File: src/rtl/pbus_rd_pkg.sv
package pbus_rd_pkg;

    typedef enum logic [1:0] {
        ST_IDLE = 2'd0,
        ST_WAIT = 2'd1,
        ST_XTRA = 2'd2,
        ST_HOLD = 2'd3
    } rd_state_e;

    // Threshold flags derived from the elapsed-cycle counter.
    typedef struct packed {
        logic cs_on;
        logic oe_on;
        logic win_open;
        logic tmo_hit;
    } phase_t;

    // High when a byte plus its parity bit hold an even number of ones.
    function automatic logic odd_par_bad(input logic [7:0] b, input logic p);
        return ~(^{b, p});
    endfunction

endpackage

File: src/rtl/pbus_rd_timer.sv
module pbus_rd_timer
    import pbus_rd_pkg::*;
#(
    parameter int CNT_W = 8,
    parameter int TMO_W = 12
) (
    input  logic             clk,
    input  logic             rst,
    input  logic             clr,
    input  logic             run,
    input  logic [CNT_W-1:0] cs_dly,
    input  logic [CNT_W-1:0] oe_dly,
    input  logic [CNT_W-1:0] wait_cnt,
    input  logic [TMO_W-1:0] tmo_cnt,
    output phase_t           ph
);
    localparam int TW = ((TMO_W > CNT_W + 1) ? TMO_W : CNT_W + 1) + 1;

    logic [TW-1:0] elapsed;
    logic [TW:0]   elapsed_nx;

    always_ff @(posedge clk) begin
        if (rst)
            elapsed <= '0;
        else if (clr)
            elapsed <= '0;
        else if (run && (elapsed != {TW{1'b1}}))
            elapsed <= elapsed + 1'b1;
    end

    always_comb begin
        elapsed_nx  = {1'b0, elapsed} + 1'b1;
        ph.cs_on    = elapsed >= TW'(cs_dly);
        ph.oe_on    = elapsed >= (TW'(cs_dly) + TW'(oe_dly));
        ph.win_open = elapsed >= (TW'(wait_cnt) + 1'b1);
        ph.tmo_hit  = elapsed_nx >= (TW+1)'(tmo_cnt);
    end

    // Once the ready window opens it stays open until the next transfer.
    assert_window_sticky_R5: assert property (@(posedge clk) disable iff (rst)
        (ph.win_open && !clr) |=> ph.win_open);

endmodule

File: src/rtl/pbus_rd_fsm.sv
module pbus_rd_fsm
    import pbus_rd_pkg::*;
#(
    parameter int CNT_W = 8
) (
    input  logic             clk,
    input  logic             rst,
    input  logic             req_valid,
    input  logic             ready_in,
    input  logic             sor,
    input  logic             tmo_en,
    input  logic [CNT_W-1:0] hold_cfg,
    input  logic             win_open,
    input  logic             tmo_hit,
    output rd_state_e        state,
    output logic             accept,
    output logic             run,
    output logic             cap_now,
    output logic             cap_tmo,
    output logic             done
);
    rd_state_e        st_q, st_d;
    logic [CNT_W-1:0] hold_q;
    logic             rdy_ok;

    always_comb begin
        accept  = (st_q == ST_IDLE) && req_valid;
        rdy_ok  = (st_q == ST_WAIT) && ready_in && win_open;
        cap_tmo = (st_q == ST_WAIT) && !rdy_ok && tmo_en && tmo_hit;
        cap_now = (rdy_ok && sor) || (st_q == ST_XTRA);
        run     = (st_q == ST_WAIT) || (st_q == ST_XTRA);
        done    = (st_q == ST_HOLD) && (hold_q == '0);
        st_d    = st_q;
        unique case (st_q)
            ST_IDLE: if (accept) st_d = ST_WAIT;
            ST_WAIT: begin
                if (rdy_ok)
                    st_d = sor ? ST_HOLD : ST_XTRA;
                else if (cap_tmo)
                    st_d = ST_HOLD;
            end
            ST_XTRA: st_d = ST_HOLD;
            ST_HOLD: if (hold_q == '0) st_d = ST_IDLE;
            default: st_d = ST_IDLE;
        endcase
    end

    always_ff @(posedge clk) begin
        if (rst) begin
            st_q   <= ST_IDLE;
            hold_q <= '0;
        end else begin
            st_q <= st_d;
            if (cap_now || cap_tmo)
                hold_q <= hold_cfg;
            else if ((st_q == ST_HOLD) && (hold_q != '0))
                hold_q <= hold_q - 1'b1;
        end
    end

    assign state = st_q;

    assert_done_single_R10: assert property (@(posedge clk) disable iff (rst)
        done |=> !done);
    assert_idle_after_done_R10: assert property (@(posedge clk) disable iff (rst)
        done |=> (state == ST_IDLE));

endmodule

File: src/rtl/pbus_rd_capture.sv
module pbus_rd_capture
    import pbus_rd_pkg::*;
#(
    parameter int DATA_W = 32
) (
    input  logic              clk,
    input  logic              rst,
    input  logic              clr,
    input  logic              cap_now,
    input  logic              cap_tmo,
    input  logic              par_en,
    input  logic [DATA_W-1:0] per_data,
    input  logic [DATA_W/8-1:0] per_par,
    input  logic              per_err,
    output logic [DATA_W-1:0] rsp_data,
    output logic              rsp_err,
    output logic              rsp_par_err,
    output logic              rsp_tmo
);
    localparam int NB = DATA_W / 8;

    logic [NB-1:0] byte_bad;

    for (genvar i = 0; i < NB; i++) begin : g_par
        assign byte_bad[i] = odd_par_bad(per_data[8*i +: 8], per_par[i]);
    end

    always_ff @(posedge clk) begin
        if (rst || clr) begin
            rsp_data    <= '0;
            rsp_err     <= 1'b0;
            rsp_par_err <= 1'b0;
            rsp_tmo     <= 1'b0;
        end else if (cap_now) begin
            rsp_data    <= per_data;
            rsp_err     <= per_err;
            rsp_par_err <= par_en && (|byte_bad);
            rsp_tmo     <= 1'b0;
        end else if (cap_tmo) begin
            rsp_data    <= '0;
            rsp_err     <= 1'b0;
            rsp_par_err <= 1'b0;
            rsp_tmo     <= 1'b1;
        end
    end

    // Ready capture and timeout never end the same transfer together.
    assert_cap_exclusive_R6: assert property (@(posedge clk) disable iff (rst)
        !(cap_now && cap_tmo));

endmodule

File: src/rtl/pbus_read_seq.sv
module pbus_read_seq
    import pbus_rd_pkg::*;
#(
    parameter int ADDR_W = 32,
    parameter int DATA_W = 32,
    parameter int CNT_W  = 8,
    parameter int TMO_W  = 12
) (
    input  logic                clk,
    input  logic                rst,
    input  logic                req_valid,
    output logic                req_ready,
    input  logic [ADDR_W-1:0]   req_addr,
    input  logic [DATA_W/8-1:0] req_be,
    input  logic [CNT_W-1:0]    cfg_cs_dly,
    input  logic [CNT_W-1:0]    cfg_oe_dly,
    input  logic [CNT_W-1:0]    cfg_wait,
    input  logic                cfg_sor,
    input  logic                cfg_be_mode,
    input  logic                cfg_par_en,
    input  logic [CNT_W-1:0]    cfg_hold,
    input  logic                cfg_tmo_en,
    input  logic [TMO_W-1:0]    cfg_tmo_cnt,
    output logic [ADDR_W-1:0]   per_addr,
    output logic                per_cs_n,
    output logic                per_oe_n,
    output logic                per_last_n,
    output logic [DATA_W/8-1:0] per_be,
    input  logic [DATA_W-1:0]   per_data,
    input  logic [DATA_W/8-1:0] per_par,
    input  logic                per_err,
    input  logic                per_ready,
    output logic                rsp_done,
    output logic [DATA_W-1:0]   rsp_data,
    output logic                rsp_err,
    output logic                rsp_par_err,
    output logic                rsp_tmo
);
    localparam int NB = DATA_W / 8;

    logic [ADDR_W-1:0] addr_q;
    logic [NB-1:0]     be_q;
    logic [CNT_W-1:0]  cs_q, oe_q, wait_q, hold_q;
    logic [TMO_W-1:0]  tmo_cnt_q;
    logic              sor_q, bem_q, par_q, tmo_en_q;

    rd_state_e state;
    phase_t    ph;
    logic      accept, run, cap_now, cap_tmo, drive;

    always_ff @(posedge clk) begin
        if (rst) begin
            addr_q    <= '0;
            be_q      <= '0;
            cs_q      <= '0;
            oe_q      <= '0;
            wait_q    <= '0;
            hold_q    <= '0;
            tmo_cnt_q <= '0;
            sor_q     <= 1'b0;
            bem_q     <= 1'b0;
            par_q     <= 1'b0;
            tmo_en_q  <= 1'b0;
        end else if (accept) begin
            addr_q    <= req_addr;
            be_q      <= req_be;
            cs_q      <= cfg_cs_dly;
            oe_q      <= cfg_oe_dly;
            wait_q    <= cfg_wait;
            hold_q    <= cfg_hold;
            tmo_cnt_q <= cfg_tmo_cnt;
            sor_q     <= cfg_sor;
            bem_q     <= cfg_be_mode;
            par_q     <= cfg_par_en;
            tmo_en_q  <= cfg_tmo_en;
        end
    end

    pbus_rd_timer #(.CNT_W(CNT_W), .TMO_W(TMO_W)) u_timer (
        .clk      (clk),
        .rst      (rst),
        .clr      (accept),
        .run      (run),
        .cs_dly   (cs_q),
        .oe_dly   (oe_q),
        .wait_cnt (wait_q),
        .tmo_cnt  (tmo_cnt_q),
        .ph       (ph)
    );

    pbus_rd_fsm #(.CNT_W(CNT_W)) u_fsm (
        .clk       (clk),
        .rst       (rst),
        .req_valid (req_valid),
        .ready_in  (per_ready),
        .sor       (sor_q),
        .tmo_en    (tmo_en_q),
        .hold_cfg  (hold_q),
        .win_open  (ph.win_open),
        .tmo_hit   (ph.tmo_hit),
        .state     (state),
        .accept    (accept),
        .run       (run),
        .cap_now   (cap_now),
        .cap_tmo   (cap_tmo),
        .done      (rsp_done)
    );

    pbus_rd_capture #(.DATA_W(DATA_W)) u_cap (
        .clk         (clk),
        .rst         (rst),
        .clr         (accept),
        .cap_now     (cap_now),
        .cap_tmo     (cap_tmo),
        .par_en      (par_q),
        .per_data    (per_data),
        .per_par     (per_par),
        .per_err     (per_err),
        .rsp_data    (rsp_data),
        .rsp_err     (rsp_err),
        .rsp_par_err (rsp_par_err),
        .rsp_tmo     (rsp_tmo)
    );

    always_comb begin
        drive      = run;
        req_ready  = (state == ST_IDLE);
        per_addr   = drive ? addr_q : '0;
        per_last_n = !drive;
        per_cs_n   = !(drive && ph.cs_on);
        per_oe_n   = !(drive && ph.oe_on);
        per_be     = (drive && bem_q) ? be_q : '0;
    end

    assert_last_with_addr_R1: assert property (@(posedge clk) disable iff (rst)
        (req_valid && req_ready) |=> (!per_last_n && (per_addr == $past(req_addr))));
    assert_oe_inside_cs_R4: assert property (@(posedge clk) disable iff (rst)
        !per_oe_n |-> !per_cs_n);
    assert_released_at_done_R9: assert property (@(posedge clk) disable iff (rst)
        rsp_done |-> (per_cs_n && per_oe_n && per_last_n && (per_be == '0)));
    assert_timeout_result_R11: assert property (@(posedge clk) disable iff (rst)
        (rsp_done && rsp_tmo) |-> ((rsp_data == '0) && !rsp_err && !rsp_par_err));

endmodule

File: config.mk
export PLATFORM = sky130hd
export DESIGN_NAME = pbus_read_seq
export DESIGN_NICKNAME = d
export VERILOG_FILES = /design/src/rtl/pbus_rd_pkg.sv /design/src/rtl/pbus_rd_timer.sv /design/src/rtl/pbus_rd_fsm.sv /design/src/rtl/pbus_rd_capture.sv /design/src/rtl/pbus_read_seq.sv
export SDC_FILE = /design/constraint.sdc
export NUM_CORES = 1
export LEC_CHECK = 0
export ABC_AREA = 1
export BUFFER_PORTS_ARGS = -buffer_cell sky130_fd_sc_hd__buf_2
export CORE_AREA = 2 2 160 162
export DETAILED_ROUTE_END_ITERATION = 8
export DIE_AREA = 0 0 162 164
export GPL_TIMING_DRIVEN = 0
export SYNTH_ARGS = -nofsm -noshare
export SYNTH_HDL_FRONTEND = slang
export SYNTH_SLANG_ARGS = --single-unit
File: constraint.sdc
create_clock -name clk -period 2.4 [get_ports clk]
set_clock_uncertainty 0.15 [all_clocks]
set_input_delay 0.24 -clock clk [delete_from_list [all_inputs] [get_ports clk]]
set_output_delay 0.24 -clock clk [all_outputs]
set_load 0.01 [all_outputs]
Yosys cells after proc, flatten, opt, wreduce, memory -nomap -nowiden
Cells that the tools add are included.
W data, S select, Z words.
{ "totals": {"ff_bits": 142, "output_inout_bits": 76, "wordCells": 88} }
{ "op_classes": {"add_sub_neg": 5, "n_lt_le_gt_ge": 4, "eq_ne": 7, "n_mux": 15, "n_bitwise": 4, "n_reduce_logical": 35} }
{ "ops": {"columns": ["operator", "count"], "rows": [
  ["$mux W32", 3],
  ["$reduce_xor A9 Y1", 4],
  ["$ge A13 B13 Y1", 2],
  ["$mux W8", 2],
  ["$add A13 B1 Y14 const B", 1],
  ["$ge A14 B12 Y1", 1],
  ["$logic_and A1 B1 Y1", 14],
  ["$add A13 B1 Y13 const B", 1],
  ["$ge A13 B8 Y1", 1],
  ["$ne A13 B13 Y1 const B", 1],
  ["$add A8 B1 Y9 const B", 1],
  ["$add A8 B8 Y9", 1],
  ["$logic_not A8 Y1", 1],
  ["$mux W2", 4],
  ["$pmux W2 S4", 1],
  ["$reduce_bool A8 Y1", 1],
  ["$sub A8 B1 Y8 const B", 1],
  ["$eq A2 B2 Y1 const B", 2],
  ["$logic_not A1 Y1", 4],
  ["$logic_or A1 B1 Y1", 4],
  ["$mux W1", 4],
  ["$mux W4", 1],
  ["$not A1 Y1", 4],
  ["$reduce_bool A2 Y1", 2],
  ["other kinds (8)", 9]
]} }

Logic depth before layout (Yosys ltp)
Gate-level depths: netlist of run 1.
{ "depth": {"word_depth": 10, "mapped_depth": 19, "depth_no_buf": 19} }

Cells and area by module
Synthesis of run 1 repeated with hierarchy kept, for this count alone.
{ "hier_totals": {"cells_unflattened": 1401, "hier_area_um2": 8749.6} }
{ "modules_own_cells": {"columns": ["mod", "instances", "cells_per_inst", "area_per_inst_um2"], "rows": [
  ["pbus_read_seq", 1, 614, 3774.9],
  ["pbus_rd_timer", 1, 365, 2289.7],
  ["pbus_rd_capture", 1, 287, 1789.2],
  ["pbus_rd_fsm", 1, 135, 895.9]
]} }

Worst setup path after synthesis of run 1
OpenSTA, ideal clock, no wires.
{ "synth_path": {"path_kind": "reg-to-reg", "startpoint": "register wait_q[0]", "endpoint": "register u_fsm.hold_q[0]", "setup_time_ns": 0.113, "t_arrival_ns": 2.393, "t_required_ns": 2.137, "setup_slack_ns": -0.255, "stages_incl_launch_ff": 20, "n_path_buf": 1, "cell_sequence": "dfxtp_1 -> ha_1 -> nand3_1 -> nor2_1 -> nand2_1 -> xor2_1 -> ha_1 -> a21oi_1 -> o21ai_0 -> nor2_1 -> nand2_1 -> nand2_1 -> nand2_1 -> nor2_1 -> nand2_4 -> nand2_4 -> inv_4 -> buf_6 -> nor2_1 -> nor2_1"} }
{ "synth_between": {"elab_chain_cells": 9} }
{ "synth_rtl": {"columns": ["item", "line_no", "rtl"], "rows": [
  ["start: declaration", "pbus_read_seq.sv:43", "logic [CNT_W-1:0] cs_q, oe_q, wait_q, hold_q;"],
  ["start signal: assignment", "pbus_read_seq.sv:69", "wait_q <= cfg_wait;"],
  ["$add A8 B1 Y9 (*)", "pbus_rd_timer.sv:35", "ph.win_open = elapsed >= (TW'(wait_cnt) + 1'b1);"],
  ["$ge A13 B13 Y1 (*)", "pbus_rd_timer.sv:35", null],
  ["$logic_and A1 B1 Y1 (*)", "pbus_rd_fsm.sv:28", "rdy_ok = (st_q == ST_WAIT) && ready_in && win_open;"],
  ["$logic_not A1 Y1", "pbus_rd_fsm.sv:29", "cap_tmo = (st_q == ST_WAIT) && !rdy_ok && tmo_en && tmo_hit;"],
  ["$logic_and A1 B1 Y1 (3 in a row)", "pbus_rd_fsm.sv:29", null],
  ["$logic_or A1 B1 Y1 (*)", "pbus_rd_fsm.sv:54", "if (cap_now || cap_tmo)"],
  ["$mux W8 / $reduce_bool A2 Y1 (equally long branches)", null, null],
  ["end signal: assignment", "pbus_rd_fsm.sv:55", "hold_q <= hold_cfg;"],
  ["end signal: assignment", "pbus_rd_fsm.sv:57", "hold_q <= hold_q - 1'b1;"],
  ["end: declaration", "pbus_rd_fsm.sv:23", "logic [CNT_W-1:0] hold_q;"]
]} }
Mark *: on every way between the ends. The rest lies on a longest branch, timed or not.
A chain may end at the register's enable or synchronous reset.

Worst setup path in the final report of run 1
{ "layout_path": {"startpoint": "register cs_q[0]", "endpoint": "output per_oe_n"} }
{ "layout_between": {"elab_chain_cells": 4} }
{ "layout_rtl": {"columns": ["item", "line_no", "rtl"], "rows": [
  ["start: declaration", "pbus_read_seq.sv:43", null],
  ["start signal: assignment", "pbus_read_seq.sv:67", "cs_q <= cfg_cs_dly;"],
  ["$add A8 B8 Y9", "pbus_rd_timer.sv:34", "ph.oe_on = elapsed >= (TW'(cs_dly) + TW'(oe_dly));"],
  ["$ge A13 B13 Y1", "pbus_rd_timer.sv:34", null],
  ["$logic_and A1 B1 Y1", "pbus_read_seq.sv:131", "per_oe_n = !(drive && ph.oe_on);"],
  ["$logic_not A1 Y1", "pbus_read_seq.sv:131", null],
  ["end: declaration", "pbus_read_seq.sv:26", "output logic per_oe_n,"]
]} }
No other way between the ends.

==> results of run 1 <==
-- cells in the final DEF, fill, tap and decap left out, drive strengths merged, types with 2 or more instances in the layout --
cell type,n
o21ai,96
dfxtp,142
nor3,8
inv,115
clkbuf,55
or2,5
nand2,220
xnor2,28
a21oi,105
ha,54
buf,241
nand3b,3
nor2,138
nand4,8
bufinv,4
clkinv,6
o21bai,2
nand3,23
dlygate4sd3,116
a211oi,5
xor2,24
a21o,2
-- worst register-to-register path, cell delays in order, from the launching register on --
cell and delay [ns]:
dfxtp_4 0.37, ha_4 0.15, nand3_4 0.09, nor2_4 0.11, nand2_1 0.07, xor2_1 0.15, ha_1 0.30, a21oi_2 0.15
o21ai_2 0.06, nor2_1 0.11, nand2_2 0.10, nand2_4 0.09, buf_6 0.10, nand2_4 0.05, nor2_4 0.12, nand2_4 0.10
nand2_8 0.11, buf_12 0.12, inv_8 0.04, buf_6 0.11, nand2_2 0.05, nand2_1 0.04, nor2_1 0.10
-- cell type report --
| type | instances | share of cell area |
|---|---|---|
| plain buffers | 45 | 0.0215 |
| clock buffers | 17 | 0.0357 |
| clock inverters | 15 | 0.0175 |
| inverters | 110 | 0.0359 |
| multi-input cells | 728 | 0.397 |
| flip-flops and latches | 142 | 0.242 |
| well taps | 330 | 0.0346 |
| repair buffers | 350 | 0.215 |
| repair inverters | 1 | 0.000945 |
-- sequential cells by signal, summed over array words and instances (netlist names), 2 cells and up --
| signal | cells |
|---|---|
| tmo_cnt_q | 12 |
| cs_q | 8 |
| u_timer.elapsed | 13 |
| wait_q | 8 |
| addr_q | 32 |
| u_fsm.state | 2 |
| be_q | 4 |
| hold_q | 8 |
| oe_q | 8 |
| u_cap.rsp_data | 32 |
| u_fsm.hold_q | 8 |
-- layer usage --
| layer | vias up | wire length [microns] | GRT usage |
|---|---|---|---|
| li1 | 4029 | - | - |
| met1 | 3633 | 10700 | 0.219 |
| met2 | 222 | 12000 | 0.319 |
| met3 | 46 | 1320 | 0.0422 |
| met4 | 0 | 708 | 0.0676 |
| met5 | - | 0 | 0 |
-- worst paths after layout --
check / startpoint / end
hold reg to reg: u_cap.rsp_err / u_cap.rsp_err
hold / removal: cfg_tmo_cnt[9] / tmo_cnt_q[9]
setup reg to reg: wait_q[1] / u_fsm.hold_q[0]
setup / recovery: cs_q[0] / per_oe_n
-- where the power goes --
| group | switching (mW) | leakage, nW | internal, mW |
|---|---|---|---|
| registers | 0.468 | 1.17 | 2.97 |
| logic | 3.65 | 4.08 | 2.64 |
| clock network | 1.13 | 0.311 | 1.76 |
| total | 5.25 | 5.56 | 7.37 |
-- per-stage QoR --
step | total power, mW | setup WS, ns | util | hold slack (ns)
5_1_grt | 13.6 | -0.822 | 0.480 | 0.00652
4_1_cts | 12.2 | -0.672 | 0.464 | 0.00789
2_1_floorplan | 6.68 | -0.154 | - | 0.238
6_report | 12.6 | -0.635 | 0.480 | 0.0125
3_5_place_dp | 8.15 | -0.573 | 0.358 | 0.298
3_3_place_gp | 8.08 | -0.559 | 0.358 | 0.292
-- cells by family (layout without fill, tap and decap cells) --
family | after synthesis | after routing | share of synthesized area
AOI/OAI and AO/OA | 213 | 213 | 0.149
xor gates and xnor gates | 52 | 52 | 0.0617
adders and majority gates | 55 | 55 | 0.0942
buffers and inverters | 156 | 538 | 0.0829
DFF | 142 | 142 | 0.385
and+or+nand+nor | 408 | 408 | 0.227
-- repair_timing --
action	in CTS	in global routing
endpoints found under the hold margin	116	0
setup buffers	28	4
gates resized for setup	146	99
gates cloned	4	0
pin swaps	27	29
setup endpoints to repair	95	90
hold buffers	116	0
==> out/metrics.yaml, run 1 <==
status: "finished with violations"
violations: "negative setup slack"
finalHoldViolCount: 0
grt_usage: 0.183
h-tree-depth: 4
tightest_slew_ns: 0.728
critical_path_class: "reg -> out"
setup_ws_ns: -0.635
synthArstFlopShare: 0
p_leak_nw: 5.56
ys_seq_elements: 142
critPathMostFrequentCell: "nand2_1"
path_clk_slew_ns: 0.06
min_path_cells: 3
core_area_sq_um: 24800
synthTopCellsByArea: "dfxtp_1 39%, nand2_1 11%, ha_1 9.2%, a21oi_1 7.1%, nor2_1 6.9%"
path_delay_family: "adder cells"
syn-num-nets: 1206
grt_pass1_vias: 7931
cts.path.max_buffers: 2
fp.dieW_microns: 162
maxCapViolations: 0
numPortBuffers: 199
final_cell_area_sq_um: 11900
grt_antenna_before_repair: 0
regArea_sq_um: 2880
min_period_ns: 3.04
p_per_area_nw_per_um2: 1060
cp_cell_sequence: "ha_4 > fa_2 > inv_1 > ha_4 > nand2_2 > a21oi_2 > nor2_2 > o21ai_2 > nand2_1 > nand2_1 > a21oi_1 > o21ai_1 > nand2_1 > buf_6"
cp.depth: 14
fmax_mhz: 329
worstHoldPathType: "in -> reg"
final_layout_size_suffix_gt1_frac: 0.326
pin_count: 201
worstPathArrival_ns: 2.65
syn_area_sq_um: 7380
clockRootBuffer: "clkbuf_16"
antennaDiodeCount: 0
synth_area_per_cell_sq_um: 7.20
synth_cells: 1026
synth_ff_type: "dfxtp_1"
fin_crit_sh: 1.26
synth_enable_flop_cells: 0
ant_nets: 0
dp_hpwl_microns: 17000
synth_commonest_cells: "217 x nand2_1, 142 x dfxtp_1, 136 x nor2_1, 106 x inv_1, 105 x a21oi_1"
dieArea_sq_um: 26600
place_congestion: 0.835
nFillCells: 2399
via_count: 7930
crit_path_start_kind: "flop"
drtIter0Drc: 337
synth-warning-count: 0
cts.sinks: 142
placed_area_sq_um: 8890
worst_setup_path_end_kind: "output port"
r2r_cells: 22
fp.dieH_microns: 164
timing.final.setup_violations: 47
fin_cells: 1738
dp_cells: 1555
yosys.cell_types.count: 37
synth.most_common_cell: "nand2_1"
area_growth_pct: 61.4
post_drt_via_cell_ratio: 4.56
drt-pass1-iter-count: 8
multi_input_area_sq_um: 4730
totalWireLength_microns: 24700
route.detailed.wl_per_inst_microns: 14.2
required_ns: 2.01
synth_top_area_share: 0.385
seq_area_frac_synth: 0.385
cp_slowest_cell: "fa_2"
drcViolationCount: 0
max-vdd-ir-drop_uv: 476
r2r_slack_ns: -0.50
cp.buffers_inverters: 2
cts_tree: "built"
rows: 58
cp_slowest_stage_delay_ns: 0.51
grt_max_degree: 17
start_util: 0.297
grt_first_pass_wirelength_microns: 38600
cts_buffers: 17
synth_top_area_cell: "dfxtp_1"
finalSetupTns_ns: -19.89
critPathMaxFanout: 3
grt_overflow: 0
nNetsFinal: 1575
clk_latency_ns: 0.43
slew_violations: 0
max_slew_margin: 0.515
rsz0062_at_grt: "yes"
Power figures use the tool's default switching activity.
==> run 2, diff against run 1 <==
Settings changed: RECOVER_POWER set to 100.
Clock period 2.4 ns to 3.78 ns, I/O delays scaled along.
==> run 2 against run 1 <==
Against the previous run: the run now ends clean; die area is the same; hold slack better by 0.035 ns; non-clock buffer count shrank 150; core utilization down 11 points; register-to-register slack better by 0.83 ns; cell count fell by 8.5%; clock-buffer cell count is 2 higher; setup slack better by 0.84 ns; power shrank 47%; routed wire length is 11% lower; sequential power decreased by 38%; clock power is 42% lower; critical endpoint unchanged; largest cell class unchanged; largest power group unchanged; highest routed layer is now met5.
==> out/metrics.yaml, run 2 (synthesis gave the netlist of run 1 again) <==
setup_ws_ns: 0.201  # was -0.635 ns
cp_slowest_stage_delay_ns: 0.41  # was 0.51 ns
post_cts_buffers: 0  # was 28
hold_buffers: 0  # was 116
final_cell_area_sq_um: 9270  # was 11900 sq um
p_switching_mw: 2.85  # was 5.25 mW
worst_setup_path_end_kind: "output port"  # unchanged
place_congestion: 0.828  # was 0.835
critPathMaxFanout: 3  # unchanged
area_growth_pct: 25.6  # was 61.4%
cp_slowest_cell: "fa_1"  # was fa_2
placed_area_sq_um: 8790  # was 8890 sq um
cts.path.max_buffers: 2  # unchanged
p_leak_nw: 4.26  # was 5.56 nW
reg_top3: "addr_q (32), u_cap.rsp_data (32), u_timer.elapsed (13)"  # unchanged
final_cell_mix: "217 x nand2_1, 142 x dfxtp_1, 136 x nor2_1"  # was 201 x buf_2, 159 x nand2_1, 129 x nor2_1
numPortBuffers: 199  # unchanged
grt_pass1_vias: 6693  # was 7931
clockRootBuffer: "clkbuf_16"  # unchanged
grt_antenna_before_repair: 5  # was 0
nFillCells: 2772  # was 2399
ant_nets: 0  # unchanged
maxCapViolations: 0  # unchanged
max-vdd-ir-drop_uv: 305  # was 476 uV
tightest_slew_ns: 0.656  # was 0.728 ns
p_per_area_nw_per_um2: 723  # was 1060 nW/um^2
final_layout_size_suffix_gt1_frac: 0.141  # was 0.326
post_drt_via_cell_ratio: 4.46  # was 4.56
clk_latency_ns: 0.42  # was 0.43 ns
dieArea_sq_um: 26600  # unchanged
pin_count: 201  # unchanged
timing.final.setup_violations: 0  # was 47
cts_tree: "built"  # unchanged
grt_usage: 0.166  # was 0.183
max_slew_margin: 0.559  # was 0.515
status: "finished clean"  # was finished with violations
r2r_cells: 17  # was 22
highest_layer: "met5"  # was met4
rsz0062_at_grt: "no"  # was yes
nNetsFinal: 1424  # was 1575
critical_path_class: "reg -> out"  # unchanged
p_seq_frac: 0.317  # was 0.273
min_period_ns: 3.58
sw_frac_of_total: 0.424  # was 0.416
finalSetupTns_ns: 0  # was -19.89 ns
drt-pass1-iter-count: 5  # was 8
dr_wl_met2_microns: 10100  # was 12000 microns
cts_buffers: 17  # unchanged
ctsResizeCount: 0  # was 146
fp.dieW_microns: 162  # unchanged
path_clk_slew_ns: 0.07  # was 0.06 ns
layout_commonest_cell: "nand2_1"  # was buf_2
h-tree-depth: 4  # unchanged
grt_first_pass_wirelength_microns: 34400  # was 38600 microns
required_ns: 3.25  # was 2.01 ns
clkPwrFrac: 0.249  # was 0.229
drtIter0Drc: 299  # was 337
drcViolationCount: 0  # unchanged
intPower_mw: 3.86  # was 7.37 mW
start_util: 0.297  # unchanged
cts.sinks: 142  # unchanged
critPathMostFrequentCell: "nand2_1"  # unchanged
met3WireLength_microns: 1350  # was 1320 microns
worstPathArrival_ns: 3.05  # was 2.65 ns
combPwrFrac: 0.434  # was 0.498
rows: 58  # unchanged
grt_overflow: 0  # unchanged
fp.dieH_microns: 164  # unchanged
crit_path_start_kind: "flop"  # unchanged
wl_met1_microns: 10200  # was 10700 microns
grt_max_degree: 17  # unchanged
core_area_sq_um: 24800  # unchanged
totalWireLength_microns: 22000  # was 24700 microns
fmax_mhz: 279
route.detailed.wl_per_inst_microns: 13.8  # was 14.2 microns
fin_crit_sh: 0.947
worstHoldPathType: "in -> reg"  # unchanged
finalHoldViolCount: 0  # unchanged
slew_violations: 0  # unchanged
via_count: 7089  # was 7930
dp_hpwl_microns: 17100  # was 17000 microns
min_path_cells: 3  # unchanged
cp_cell_sequence: "ha_1 > fa_1 > nand3_1 > nand2_1 > a21oi_1 > o21bai_1 > nand2_1 > nand2_1 > a21oi_1 > ha_1 > a211oi_1 > o21ai_0 > nand2_1 > clkbuf_2"  # was ha_4 > fa_2 > inv_1 > ha_4 > nand2_2 > a21oi_2 > nor2_2 > o21ai_2 > nand2_1 > nand2_1 > a21oi_1 > o21ai_1 > nand2_1 > buf_6
place_ws_ns: 0.518  # was -0.573 ns
## run 2: layer usage
| layer | vias up | GRT usage |
|---|---|---|
| met5 | - | 0 |
| met4 | 4 | 0.0434 |
| met3 | 19 | 0.0477 |
| met2 | 178 | 0.277 |
| met1 | 3162 | 0.212 |
| li1 | 3726 | - |
## run 2: worst paths after layout
| kind | start | endpoint | slack [ns] |
|---|---|---|---|
| hold / removal | per_err | u_cap.rsp_err | 0.05 |
| hold reg to reg | hold_q[7] | hold_q[7] | 0.30 |
| setup reg to reg | u_timer.elapsed[1] | u_cap.rsp_data[25] | 0.33 |
| setup / recovery | cs_q[0] | per_oe_n | 0.20 |
## run 2: stage by stage
step	power [mW]	instances	hold slack (ns)	util
finish	6.70	1590	0.0471	0.374
global route	7.33	1587	0.0382	0.373
CTS	6.83	1587	0.0265	0.378
detailed placement	5.13	1555	0.296	0.354
global placement	5.08	1555	0.293	0.354
floorplan	4.19	1026	0.280	-
## run 2: power groups by stage
| stage | registers, mW | logic (mW) | clock network, mW |
|---|---|---|---|
| 6_report | 2.12 | 2.91 | 1.67 |
| 3_5_place_dp | 2.15 | 2.98 | 0 |
| 3_3_place_gp | 2.14 | 2.93 | 0 |
| 4_1_cts | 2.12 | 2.99 | 1.71 |
| 2_1_floorplan | 2.11 | 2.08 | 0 |
| 5_1_grt | 2.17 | 3.37 | 1.79 |
## run 2: worst max-delay path, delay by kind of cell, from the launching register on
kind            cells  cell delay (ns)
fa+ha+maj           3             0.92
simple gates        5             0.46
flops               1             0.34
compound gates      5             0.77
buf+inv             1             0.15
## run 2: layout make-up
class                      count  area (sq um)  area share
multi-input combinational    728          3910       0.422
clock buffer                  19           453      0.0489
clock inverter                13           130      0.0140
tap                          330           413      0.0445
sequential                   142          2840       0.307
antenna                        3          7.51    0.000810
timing repair buffer         199           902      0.0973
buffer                        46           196      0.0212
inverter                     110           415      0.0448
